$ cat src/rtl/cmdseq_pkg.sv
package cmdseq_pkg;

    localparam int KEY_W = 15;

    localparam logic [KEY_W-1:0] KEY_ADDR_A = 15'h5555;
    localparam logic [KEY_W-1:0] KEY_ADDR_B = 15'h2AAA;

    localparam logic [7:0] CODE_KEY_A = 8'hAA;
    localparam logic [7:0] CODE_KEY_B = 8'h55;
    localparam logic [7:0] CODE_PROG  = 8'hA0;
    localparam logic [7:0] CODE_ERASE = 8'h80;
    localparam logic [7:0] CODE_ID    = 8'h90;
    localparam logic [7:0] CODE_CFI   = 8'h98;
    localparam logic [7:0] CODE_SECT  = 8'h30;
    localparam logic [7:0] CODE_BLK   = 8'h50;
    localparam logic [7:0] CODE_CHIP  = 8'h10;

    localparam logic [15:0] MFR_CODE  = 16'h00BF;

    typedef enum logic [2:0] {
        OPK_NONE   = 3'd0,
        OPK_PROG   = 3'd1,
        OPK_SECTOR = 3'd2,
        OPK_BLOCK  = 3'd3,
        OPK_CHIP   = 3'd4
    } op_kind_e;

    typedef enum logic [1:0] {
        MD_READ = 2'd0,
        MD_ID   = 2'd1,
        MD_CFI  = 2'd2
    } mode_e;

    typedef enum logic [2:0] {
        ST_IDLE,
        ST_KEY1,
        ST_CMD,
        ST_PROG,
        ST_EKEY0,
        ST_EKEY1,
        ST_ECMD
    } seq_state_e;

    typedef struct packed {
        logic       is_key_a;
        logic       is_key_b;
        logic       at_cmd_addr;
        logic [7:0] code;
    } wr_match_t;

endpackage

$ cat src/rtl/cmdseq_match.sv
module cmdseq_match
    import cmdseq_pkg::*;
(
    input  logic [KEY_W-1:0] addr_lo,
    input  logic [7:0]       data_lo,
    output wr_match_t        m
);
    always_comb begin
        m.at_cmd_addr = (addr_lo == KEY_ADDR_A);
        m.is_key_a    = (addr_lo == KEY_ADDR_A) && (data_lo == CODE_KEY_A);
        m.is_key_b    = (addr_lo == KEY_ADDR_B) && (data_lo == CODE_KEY_B);
        m.code        = data_lo;
    end
endmodule

$ cat src/rtl/cmdseq_fsm.sv
module cmdseq_fsm
    import cmdseq_pkg::*;
#(
    parameter int ADDR_W     = 19,
    parameter int SECTOR_LSB = 11,
    parameter int BLOCK_LSB  = 15
) (
    input  logic              clk,
    input  logic              rst_n,
    input  logic              wr_en,
    input  logic              busy,
    input  wr_match_t         m,
    input  logic [ADDR_W-1:0] wr_addr,
    input  logic [15:0]       wr_data,
    output logic              op_start,
    output op_kind_e          op_kind,
    output logic [ADDR_W-1:0] op_addr,
    output logic [15:0]       op_data,
    output mode_e             mode
);
    localparam logic [ADDR_W-1:0] SECT_MASK = {ADDR_W{1'b1}} << SECTOR_LSB;
    localparam logic [ADDR_W-1:0] BLK_MASK  = {ADDR_W{1'b1}} << BLOCK_LSB;

    seq_state_e state_q, state_d;
    mode_e      mode_q, mode_d;
    op_kind_e   launch;
    logic       accept;

    assign accept = wr_en && !busy;
    assign mode   = mode_q;

    // state register
    always_ff @(posedge clk) begin
        if (!rst_n) begin
            state_q <= ST_IDLE;
            mode_q  <= MD_READ;
        end else begin
            state_q <= state_d;
            mode_q  <= mode_d;
        end
    end

    // next state and launch decision
    always_comb begin
        state_d = state_q;
        mode_d  = mode_q;
        launch  = OPK_NONE;
        if (accept) begin
            state_d = ST_IDLE;
            mode_d  = MD_READ;
            unique case (state_q)
                ST_IDLE: if (m.is_key_a) begin
                    state_d = ST_KEY1;
                    mode_d  = mode_q;
                end
                ST_KEY1: if (m.is_key_b) begin
                    state_d = ST_CMD;
                    mode_d  = mode_q;
                end
                ST_CMD: if (m.at_cmd_addr) begin
                    case (m.code)
                        CODE_PROG: begin
                            state_d = ST_PROG;
                            mode_d  = mode_q;
                        end
                        CODE_ERASE: begin
                            state_d = ST_EKEY0;
                            mode_d  = mode_q;
                        end
                        CODE_ID:  mode_d = MD_ID;
                        CODE_CFI: mode_d = MD_CFI;
                        default:  mode_d = MD_READ;
                    endcase
                end
                ST_PROG: launch = OPK_PROG;
                ST_EKEY0: if (m.is_key_a) begin
                    state_d = ST_EKEY1;
                    mode_d  = mode_q;
                end
                ST_EKEY1: if (m.is_key_b) begin
                    state_d = ST_ECMD;
                    mode_d  = mode_q;
                end
                ST_ECMD: begin
                    if (m.code == CODE_SECT)
                        launch = OPK_SECTOR;
                    else if (m.code == CODE_BLK)
                        launch = OPK_BLOCK;
                    else if (m.code == CODE_CHIP && m.at_cmd_addr)
                        launch = OPK_CHIP;
                end
                default: state_d = ST_IDLE;
            endcase
        end
    end

    // launch outputs
    always_ff @(posedge clk) begin
        if (!rst_n) begin
            op_start <= 1'b0;
            op_kind  <= OPK_NONE;
            op_addr  <= '0;
            op_data  <= '0;
        end else begin
            op_start <= (launch != OPK_NONE);
            if (launch != OPK_NONE) begin
                op_kind <= launch;
                op_data <= wr_data;
                unique case (launch)
                    OPK_SECTOR: op_addr <= wr_addr & SECT_MASK;
                    OPK_BLOCK:  op_addr <= wr_addr & BLK_MASK;
                    OPK_CHIP:   op_addr <= '0;
                    default:    op_addr <= wr_addr;
                endcase
            end
        end
    end
endmodule

$ cat src/rtl/cmdseq_idsel.sv
module cmdseq_idsel
    import cmdseq_pkg::*;
#(
    parameter logic [15:0] DEV_CODE = 16'h2781
) (
    input  mode_e       mode,
    input  logic        rd_a0,
    output logic [15:0] id_word
);
    always_comb begin
        if (mode == MD_ID)
            id_word = rd_a0 ? DEV_CODE : MFR_CODE;
        else
            id_word = 16'h0000;
    end
endmodule

$ cat src/rtl/unlock_seq_decoder.sv
module unlock_seq_decoder
    import cmdseq_pkg::*;
#(
    parameter int          ADDR_W     = 19,
    parameter int          SECTOR_LSB = 11,
    parameter int          BLOCK_LSB  = 15,
    parameter logic [15:0] DEV_CODE   = 16'h2781
) (
    input  logic              clk,
    input  logic              rst_n,
    input  logic              wr_en,
    input  logic [ADDR_W-1:0] wr_addr,
    input  logic [15:0]       wr_data,
    input  logic              busy,
    input  logic              rd_a0,
    output logic              op_start,
    output logic [2:0]        op_kind,
    output logic [ADDR_W-1:0] op_addr,
    output logic [15:0]       op_data,
    output logic              mode_read,
    output logic              mode_id,
    output logic              mode_cfi,
    output logic [15:0]       id_word
);
    wr_match_t m;
    op_kind_e  kind;
    mode_e     mode;

    cmdseq_match u_match (
        .addr_lo (wr_addr[KEY_W-1:0]),
        .data_lo (wr_data[7:0]),
        .m       (m)
    );

    cmdseq_fsm #(
        .ADDR_W     (ADDR_W),
        .SECTOR_LSB (SECTOR_LSB),
        .BLOCK_LSB  (BLOCK_LSB)
    ) u_fsm (
        .clk      (clk),
        .rst_n    (rst_n),
        .wr_en    (wr_en),
        .busy     (busy),
        .m        (m),
        .wr_addr  (wr_addr),
        .wr_data  (wr_data),
        .op_start (op_start),
        .op_kind  (kind),
        .op_addr  (op_addr),
        .op_data  (op_data),
        .mode     (mode)
    );

    cmdseq_idsel #(.DEV_CODE(DEV_CODE)) u_idsel (
        .mode    (mode),
        .rd_a0   (rd_a0),
        .id_word (id_word)
    );

    assign op_kind   = kind;
    assign mode_read = (mode == MD_READ);
    assign mode_id   = (mode == MD_ID);
    assign mode_cfi  = (mode == MD_CFI);
endmodule

$ cat config.mk
export PLATFORM = sky130hd
export DESIGN_NAME = unlock_seq_decoder
export DESIGN_NICKNAME = d
export VERILOG_FILES = /design/src/rtl/cmdseq_pkg.sv /design/src/rtl/cmdseq_match.sv /design/src/rtl/cmdseq_fsm.sv /design/src/rtl/cmdseq_idsel.sv /design/src/rtl/unlock_seq_decoder.sv
export SDC_FILE = /design/constraint.sdc
export NUM_CORES = 1
export LEC_CHECK = 0
export ABC_AREA = 1
export ABC_CLOCK_PERIOD_IN_PS = 3200
export BUFFER_PORTS_ARGS = -buffer_cell sky130_fd_sc_hd__buf_2
export CAP_MARGIN = 5
export CORE_ASPECT_RATIO = 0.5
export CORE_MARGIN = 2
export CORE_UTILIZATION = 52
export DETAILED_ROUTE_END_ITERATION = 8
export PLACE_DENSITY = 0.85
export SYNTH_ARGS = -nofsm -noshare
export SYNTH_HDL_FRONTEND = slang
export SYNTH_SLANG_ARGS = --single-unit
$ cat constraint.sdc
create_clock -name clk -period 3.2 [get_ports clk]
set_input_delay 0.64 -clock clk [delete_from_list [all_inputs] [get_ports clk]]
set_output_delay 0.64 -clock clk [all_outputs]
set_load 0.02 [all_outputs]
==> results of run 1 <==
## metal layers
| metal | share of wire (%) | up-vias | global-route usage, % |
|---|---|---|---|
| met4 | 0.23 | 0 | 3.378 |
| met1 | 50 | 1078 | 29.05 |
| met5 | 0 | - | 0 |
| met3 | 6.0 | 2 | 6.133 |
| met2 | 44 | 63 | 36.31 |
| li1 | - | 1296 | - |
## power breakdown
group          switching, uW  leakage, uW  internal (uW)
registers               1.66     0.000355            548
clock network            182    0.0000410            149
logic                   73.6      0.00113           37.5
total                    258      0.00153            735
## state kept, by name, indices dropped and copies added (netlist names)
signal	cells
u_fsm.mode	2
u_fsm.op_start	1
u_fsm.op_kind	3
u_fsm.state_q	3
u_fsm.op_data	16
u_fsm.op_addr	19
## synth_stat cells
master,n
nor2_1,72
nand2_4,1
buf_1,1
nor2_2,2
and3_1,1
dfxtp_1,44
nor4_1,1
nand3_4,1
nand3b_1,1
clkbuf_1,3
conb_1,1
nand4_1,20
inv_1,47
nand2_1,90
nand2_2,12
nand3_1,16
o21ai_0,3
nand3_2,2
nor3_1,3
buf_6,3
buf_2,6
a21oi_1,12
nand4_2,1
a21oi_2,10
nor3_2,2
inv_2,1
a31oi_1,1
nor2_4,1
buf_4,15
## critical path, stage by stage
cell,delay [ps]
buf_2,100
inv_1,110
nand4_2,200
nor2_2,140
nand2_1,70
nand2_2,90
nand2_4,190
nor2_2,540
nand2_1,100
a21oi_1,150
## layout make-up
| type | instances | area [sq um] | area share [%] |
|---|---|---|---|
| Clock buffer | 6 | 72.57 | 2.501 |
| Inverter | 48 | 180.2 | 6.210 |
| Clock inverter | 1 | 5.005 | 0.1725 |
| Timing Repair Buffer | 94 | 475.5 | 16.39 |
| Sequential cell | 44 | 880.8 | 30.36 |
| Multi-Input combinational cell | 257 | 1216 | 41.91 |
| Tap cell | 57 | 71.32 | 2.458 |
## per-stage QoR
stage	cell area [sq um]	total power, uW	instances
3_3_place_gp	2824	671.3	500
5_1_grt	2902	1038	507
3_5_place_dp	2824	672.7	500
4_1_cts	2902	1000	507
2_1_floorplan	2469	634.7	377
6_report	2902	992.4	507
## layout by cell type (no fill, tap or decap)
| cell type | netlist | routed |
|---|---|---|
| buf_2 | 6 | 92 |
| nand2_1 | 90 | 90 |
| nor2_1 | 72 | 72 |
| inv_1 | 47 | 47 |
| dfxtp_1 | 44 | 44 |
| nand4_1 | 20 | 20 |
| nand3_1 | 16 | 16 |
| nand2_2 | 12 | 12 |
| a21oi_1 | 12 | 12 |
| a21oi_2 | 10 | 10 |
| conb_1 | 1 | 5 |
| clkbuf_8 | 0 | 5 |
| nor3_1 | 3 | 3 |
| o21ai_0 | 3 | 3 |
| nand3_2 | 2 | 2 |
| nor2_2 | 2 | 2 |
| nor3_2 | 2 | 2 |
| buf_4 | 15 | 2 |
| and3_1 | 1 | 1 |
| nand4_2 | 1 | 1 |
| inv_2 | 1 | 1 |
| nor2_4 | 1 | 1 |
| nand2_4 | 1 | 1 |
| nand3_4 | 1 | 1 |
| a31oi_1 | 1 | 1 |
| nand3b_1 | 1 | 1 |
| nor4_1 | 1 | 1 |
| clkinv_2 | 0 | 1 |
| clkbuf_1 | 3 | 1 |
## logic make-up after synthesis
group | Yosys count | share of synthesized area, %
buffers and inverters | 76 | 15.15
AND/OR/NAND/NOR | 226 | 41.92
flip-flops | 44 | 35.90
AO/OA/AOI/OAI | 26 | 6.884
other | 1 | 0.1528
## path summary, 6_finish.rpt
path / start / to / depth (start not counted)
hold reg to reg: u_fsm.op_data[13] / u_fsm.op_data[13] / 2
setup / recovery: wr_data[1] / u_fsm.op_addr[0] / 10
hold / removal: u_fsm.op_data[13] / u_fsm.op_data[13] / 2
setup reg to reg: u_fsm.state_q[1] / u_fsm.op_addr[0] / 8
==> results.yml, run 1 <==
outcome:
  status: "finished clean"
timing:
  slew_headroom_pct: 41.98
  setup_ws_ps: 1072
  timing.final.crit_period_ps: 2128
  finClkSkew_ps: 15.38
  maxSlewViolCount: 0
  fin_setup_tns_ps: 0
  period_share_pct: 66.51
  setup_violations: 0
  worst_pin_slew_ps: 869.4
  fmax_ghz: 0.4699
  holdWs_ps: 482.1
  hold_violations: 0
  rsz0062_at_grt: "false"
yosys:
  synthesis.area_sq_mm: 0.002454
  ys_ff_latch: 44
  synth_top_area_share_pct: 35.90
  avgSynthCellArea_sq_um: 6.578
  synth_cells: 373
  yosysSeqAreaShare_pct: 35.90
  yosysWarnings: 0
  synth.distinct_cells: 29
  synthTopCellsByArea: "dfxtp_1, nand2_1, nor2_1"
  synth_top_area_cell: "dfxtp_1"
global_route:
  track_usage_pct: 21.83
  grt_max_degree: 38
  grt_overflow: 0
  antenna_found_initial: 0
  grt_pass1_wl_um: 8997
  grt_pass1_vias: 2054
placement:
  port_buffers: 92
  hpwl_um: 4160
  gp_congestion: 0.9353
  place_ws_ps: 764.0
route:
  drt_first_pass_iters: 4
  drt_iter0_markers: 87
  wire_per_inst_um: 11.20
  vias: 2439
  ant_nets: 0
  wl_um: 5680
  drcViolationCount: 0
  vias_per_cell: 4.811
final_layout:
  num_antenna_cells: 0
  layout.nets: 490
  syn2layout_area_growth_pct: 18.26
  final_util_pct: 64.96
  drive_gt1_share_pct: 29.56
  n_fill_cell: 445
worst_setup_path:
  crit_required_ps: 3420
  cp-end-kind: "flop"
  crit_type: "input pin to flop"
  critPathMaxFanout: 26
  r2r_slack_ps: 1200
  arrival_ps: 2340
  crit_path_start_kind: "input pin"
floorplanning:
  dieArea_sq_mm: 0.005317
  start_util_pct: 54.93
  coreArea_sq_mm: 0.004467
  num_io_pins: 98
  dieWidth_um: 101.1
  die_h_um: 52.57
  rows: 17
clocking:
  clk_latency_ps: 290
  path_clk_slew_ps: 80
  cts_made_buffers: 5
  cts.sinks: 44
  cts_tree: "yes"
  cts_setup_buffers: 0
  cts-root-buf: "clkbuf_8"
  ctsResizeCount: 0
  htreeDepth: 2
  clock_path_buffers: 2
  holdBufCountCts: 0
pwr:
  ir_worst_vdd_mv: 0.1987
  cellLeakagePower_uw: 0.001530
  powerDensity_mw_per_mm2: 342.0
min_path:
  min_path_type: "flop to flop"
flow_run:
  drv_cap: 0
No activity file was read; power rests on OpenSTA's default activity.
==> run 2: changes to the inputs <==
--- a/config.mk
+++ b/config.mk
@@ -6,14 +6,14 @@
 export NUM_CORES = 1
 export LEC_CHECK = 0
 export ABC_AREA = 1
-export ABC_CLOCK_PERIOD_IN_PS = 3200
+export ABC_CLOCK_PERIOD_IN_PS = 1800
 export BUFFER_PORTS_ARGS = -buffer_cell sky130_fd_sc_hd__buf_2
 export CAP_MARGIN = 5
 export CORE_ASPECT_RATIO = 0.5
 export CORE_MARGIN = 2
-export CORE_UTILIZATION = 52
+export CORE_UTILIZATION = 44
 export DETAILED_ROUTE_END_ITERATION = 8
-export PLACE_DENSITY = 0.85
+export PLACE_DENSITY = 0.77
 export SYNTH_ARGS = -nofsm -noshare
 export SYNTH_HDL_FRONTEND = slang
 export SYNTH_SLANG_ARGS = --single-unit
==> constraint.sdc (replaced) <==
create_clock -name clk -period 1.8 [get_ports clk]
set_input_delay 0.36 -clock clk [delete_from_list [all_inputs] [get_ports clk]]
set_output_delay 0.36 -clock clk [all_outputs]
set_load 0.02 [all_outputs]
==> results.yml, run 2 (synthesis gave the netlist of run 1 again) <==
worst_setup_path:
  crit_required_ps: 2000
  critPathMaxFanout: 20
  slowest_stage: "dfxtp_1"
  crit_type: "flop to flop"
  crit_top_cell: "nand2_1"
  critical-path-max-stage-delay_ps: 350
  crit_path_start_kind: "flop"
  cp-end-kind: "flop"
  startpoint: "u_fsm.state_q[0]"
  worstPathCellList: "inv_1 -> nand3_4 -> nor2_4 -> nand2_1 -> nand2_2 -> nand2_4 -> buf_4 -> nand3_4 -> buf_12 -> nand2_1 -> nand2_1 -> nor2_1"
  arrival_ps: 1830
  crit-reg2reg-launch: "u_fsm.state_q[0]"
final_layout:
  layout.nets: 515
  top_register: "u_fsm.op_addr"
  syn2layout_area_growth_pct: 29.98
  layout_common_cells: "buf_2, nand2_1, nor2_1, inv_1, dfxtp_1"
  mostFrequentLayoutCell: "buf_2"
  n_fill_cell: 546
  num_antenna_cells: 0
  fin_cells: 549
  largestRegisters: "u_fsm.op_addr: 19 flops, u_fsm.op_data: 16 flops"
  drive_gt1_share_pct: 33.82
  largest_reg_flops: 19
clocking:
  clock_path_buffers: 2
  cts_made_buffers: 5
  clk_latency_ps: 290
  cts_tree: "yes"
  path_clk_slew_ps: 80
  cts.sinks: 44
  cts-root-buf: "clkbuf_8"
  cts_setup_buffers: 0
  ctsResizeCount: 1
  htreeDepth: 2
  holdBufCountCts: 0
route:
  wire_per_inst_um: 10.73
  vias_per_cell: 4.665
  vias: 2561
  drcViolationCount: 0
  ant_nets: 0
  wl_um: 5889
  drt_first_pass_iters: 5
  drt_iter0_markers: 125
timing:
  timing.final.crit_period_ps: 1631
  maxSlewViolCount: 0
  rsz0062_at_grt: "false"
  fin_setup_tns_ps: 0
  holdWs_ps: 306.6
  hold_violations: 0
  period_share_pct: 90.60
  finClkSkew_ps: 5.401
  setup_violations: 0
  fmax_ghz: 0.6132
pwr:
  ir_worst_vdd_mv: 0.4183
  powerDensity_mw_per_mm2: 607.5
  cellLeakagePower_uw: 0.001672
outcome:
  status: "finished clean"
min_path:
  min-delay-start: "wr_addr[18]"
  min_path_type: "input pin to flop"
floorplanning:
  die_h_um: 56.81
  coreArea_sq_mm: 0.005420
  start_util_pct: 45.27
  num_io_pins: 98
  dieArea_sq_mm: 0.006226
  rows: 19
  dieWidth_um: 109.6
placement:
  gp_congestion: 0.9149
  port_buffers: 92
  placedCellCount: 541
  hpwl_um: 4482
global_route:
  grt_max_degree: 24
  antenna_found_initial: 0
  track_usage_pct: 19.60
  grt_overflow: 0
  grt_pass1_vias: 2232
  grt_pass1_wl_um: 9749
flow_run:
  drv_cap: 0
==> run 2: final cells by class <==
class | count | area (sq um) | share of cell area [%]
timing repair buffer | 119 | 688.2 | 21.58
sequential | 44 | 880.8 | 27.62
multi-input combinational | 257 | 1241 | 38.92
tap | 73 | 91.34 | 2.864
clock inverter | 2 | 35.03 | 1.098
inverter | 48 | 180.2 | 5.649
clock buffer | 6 | 72.57 | 2.275
==> run 2: worst max-delay path, delay by kind of cell (launching register included) <==
family | cells | cell delay (ps)
buffers and inverters | 3 | 450
DFF | 1 | 350
and+or+nand+nor | 9 | 730
==> run 2: power by group <==
| group | leakage (uW) | switching [uW] | internal [uW] |
|---|---|---|---|
| sequential | 0.000355 | 2.85 | 975 |
| combinational | 0.00126 | 134 | 84.7 |
| clock | 0.0000552 | 330 | 412 |
| total | 0.00167 | 466 | 1470 |
==> run 2: worst paths after layout <==
check | slack (ps) | endpoint | depth (start not counted)
max | 170 | u_fsm.op_data[8] | 12
min | 310 | u_fsm.op_addr[18] | 3
max reg2reg | 170 | u_fsm.op_data[8] | 12
min reg2reg | 480 | u_fsm.op_data[3] | 2
==> run 2: stage by stage <==
step	instance area, sq um	utilization (%)	setup slack (ps)	power (uW)
6_report	3189	58.84	169.1	1938
5_1_grt	3189	58.84	24.75	2033
4_1_cts	3169	58.47	142.7	1969
3_5_place_dp	3057	56.39	-118.9	1218
3_3_place_gp	3057	56.39	-53.18	1216
2_1_floorplan	2469	-	112.3	1128
==> run 2: per-layer routing <==
| metal | track usage (%) | vias to the layer above | wire length (um) |
|---|---|---|---|
| li1 | - | 1348 | - |
| met1 | 26.27 | 1134 | 2884 |
| met2 | 30.78 | 70 | 2551 |
| met3 | 5.691 | 9 | 390 |
| met4 | 5.244 | 0 | 63 |
| met5 | 0 | - | 0 |
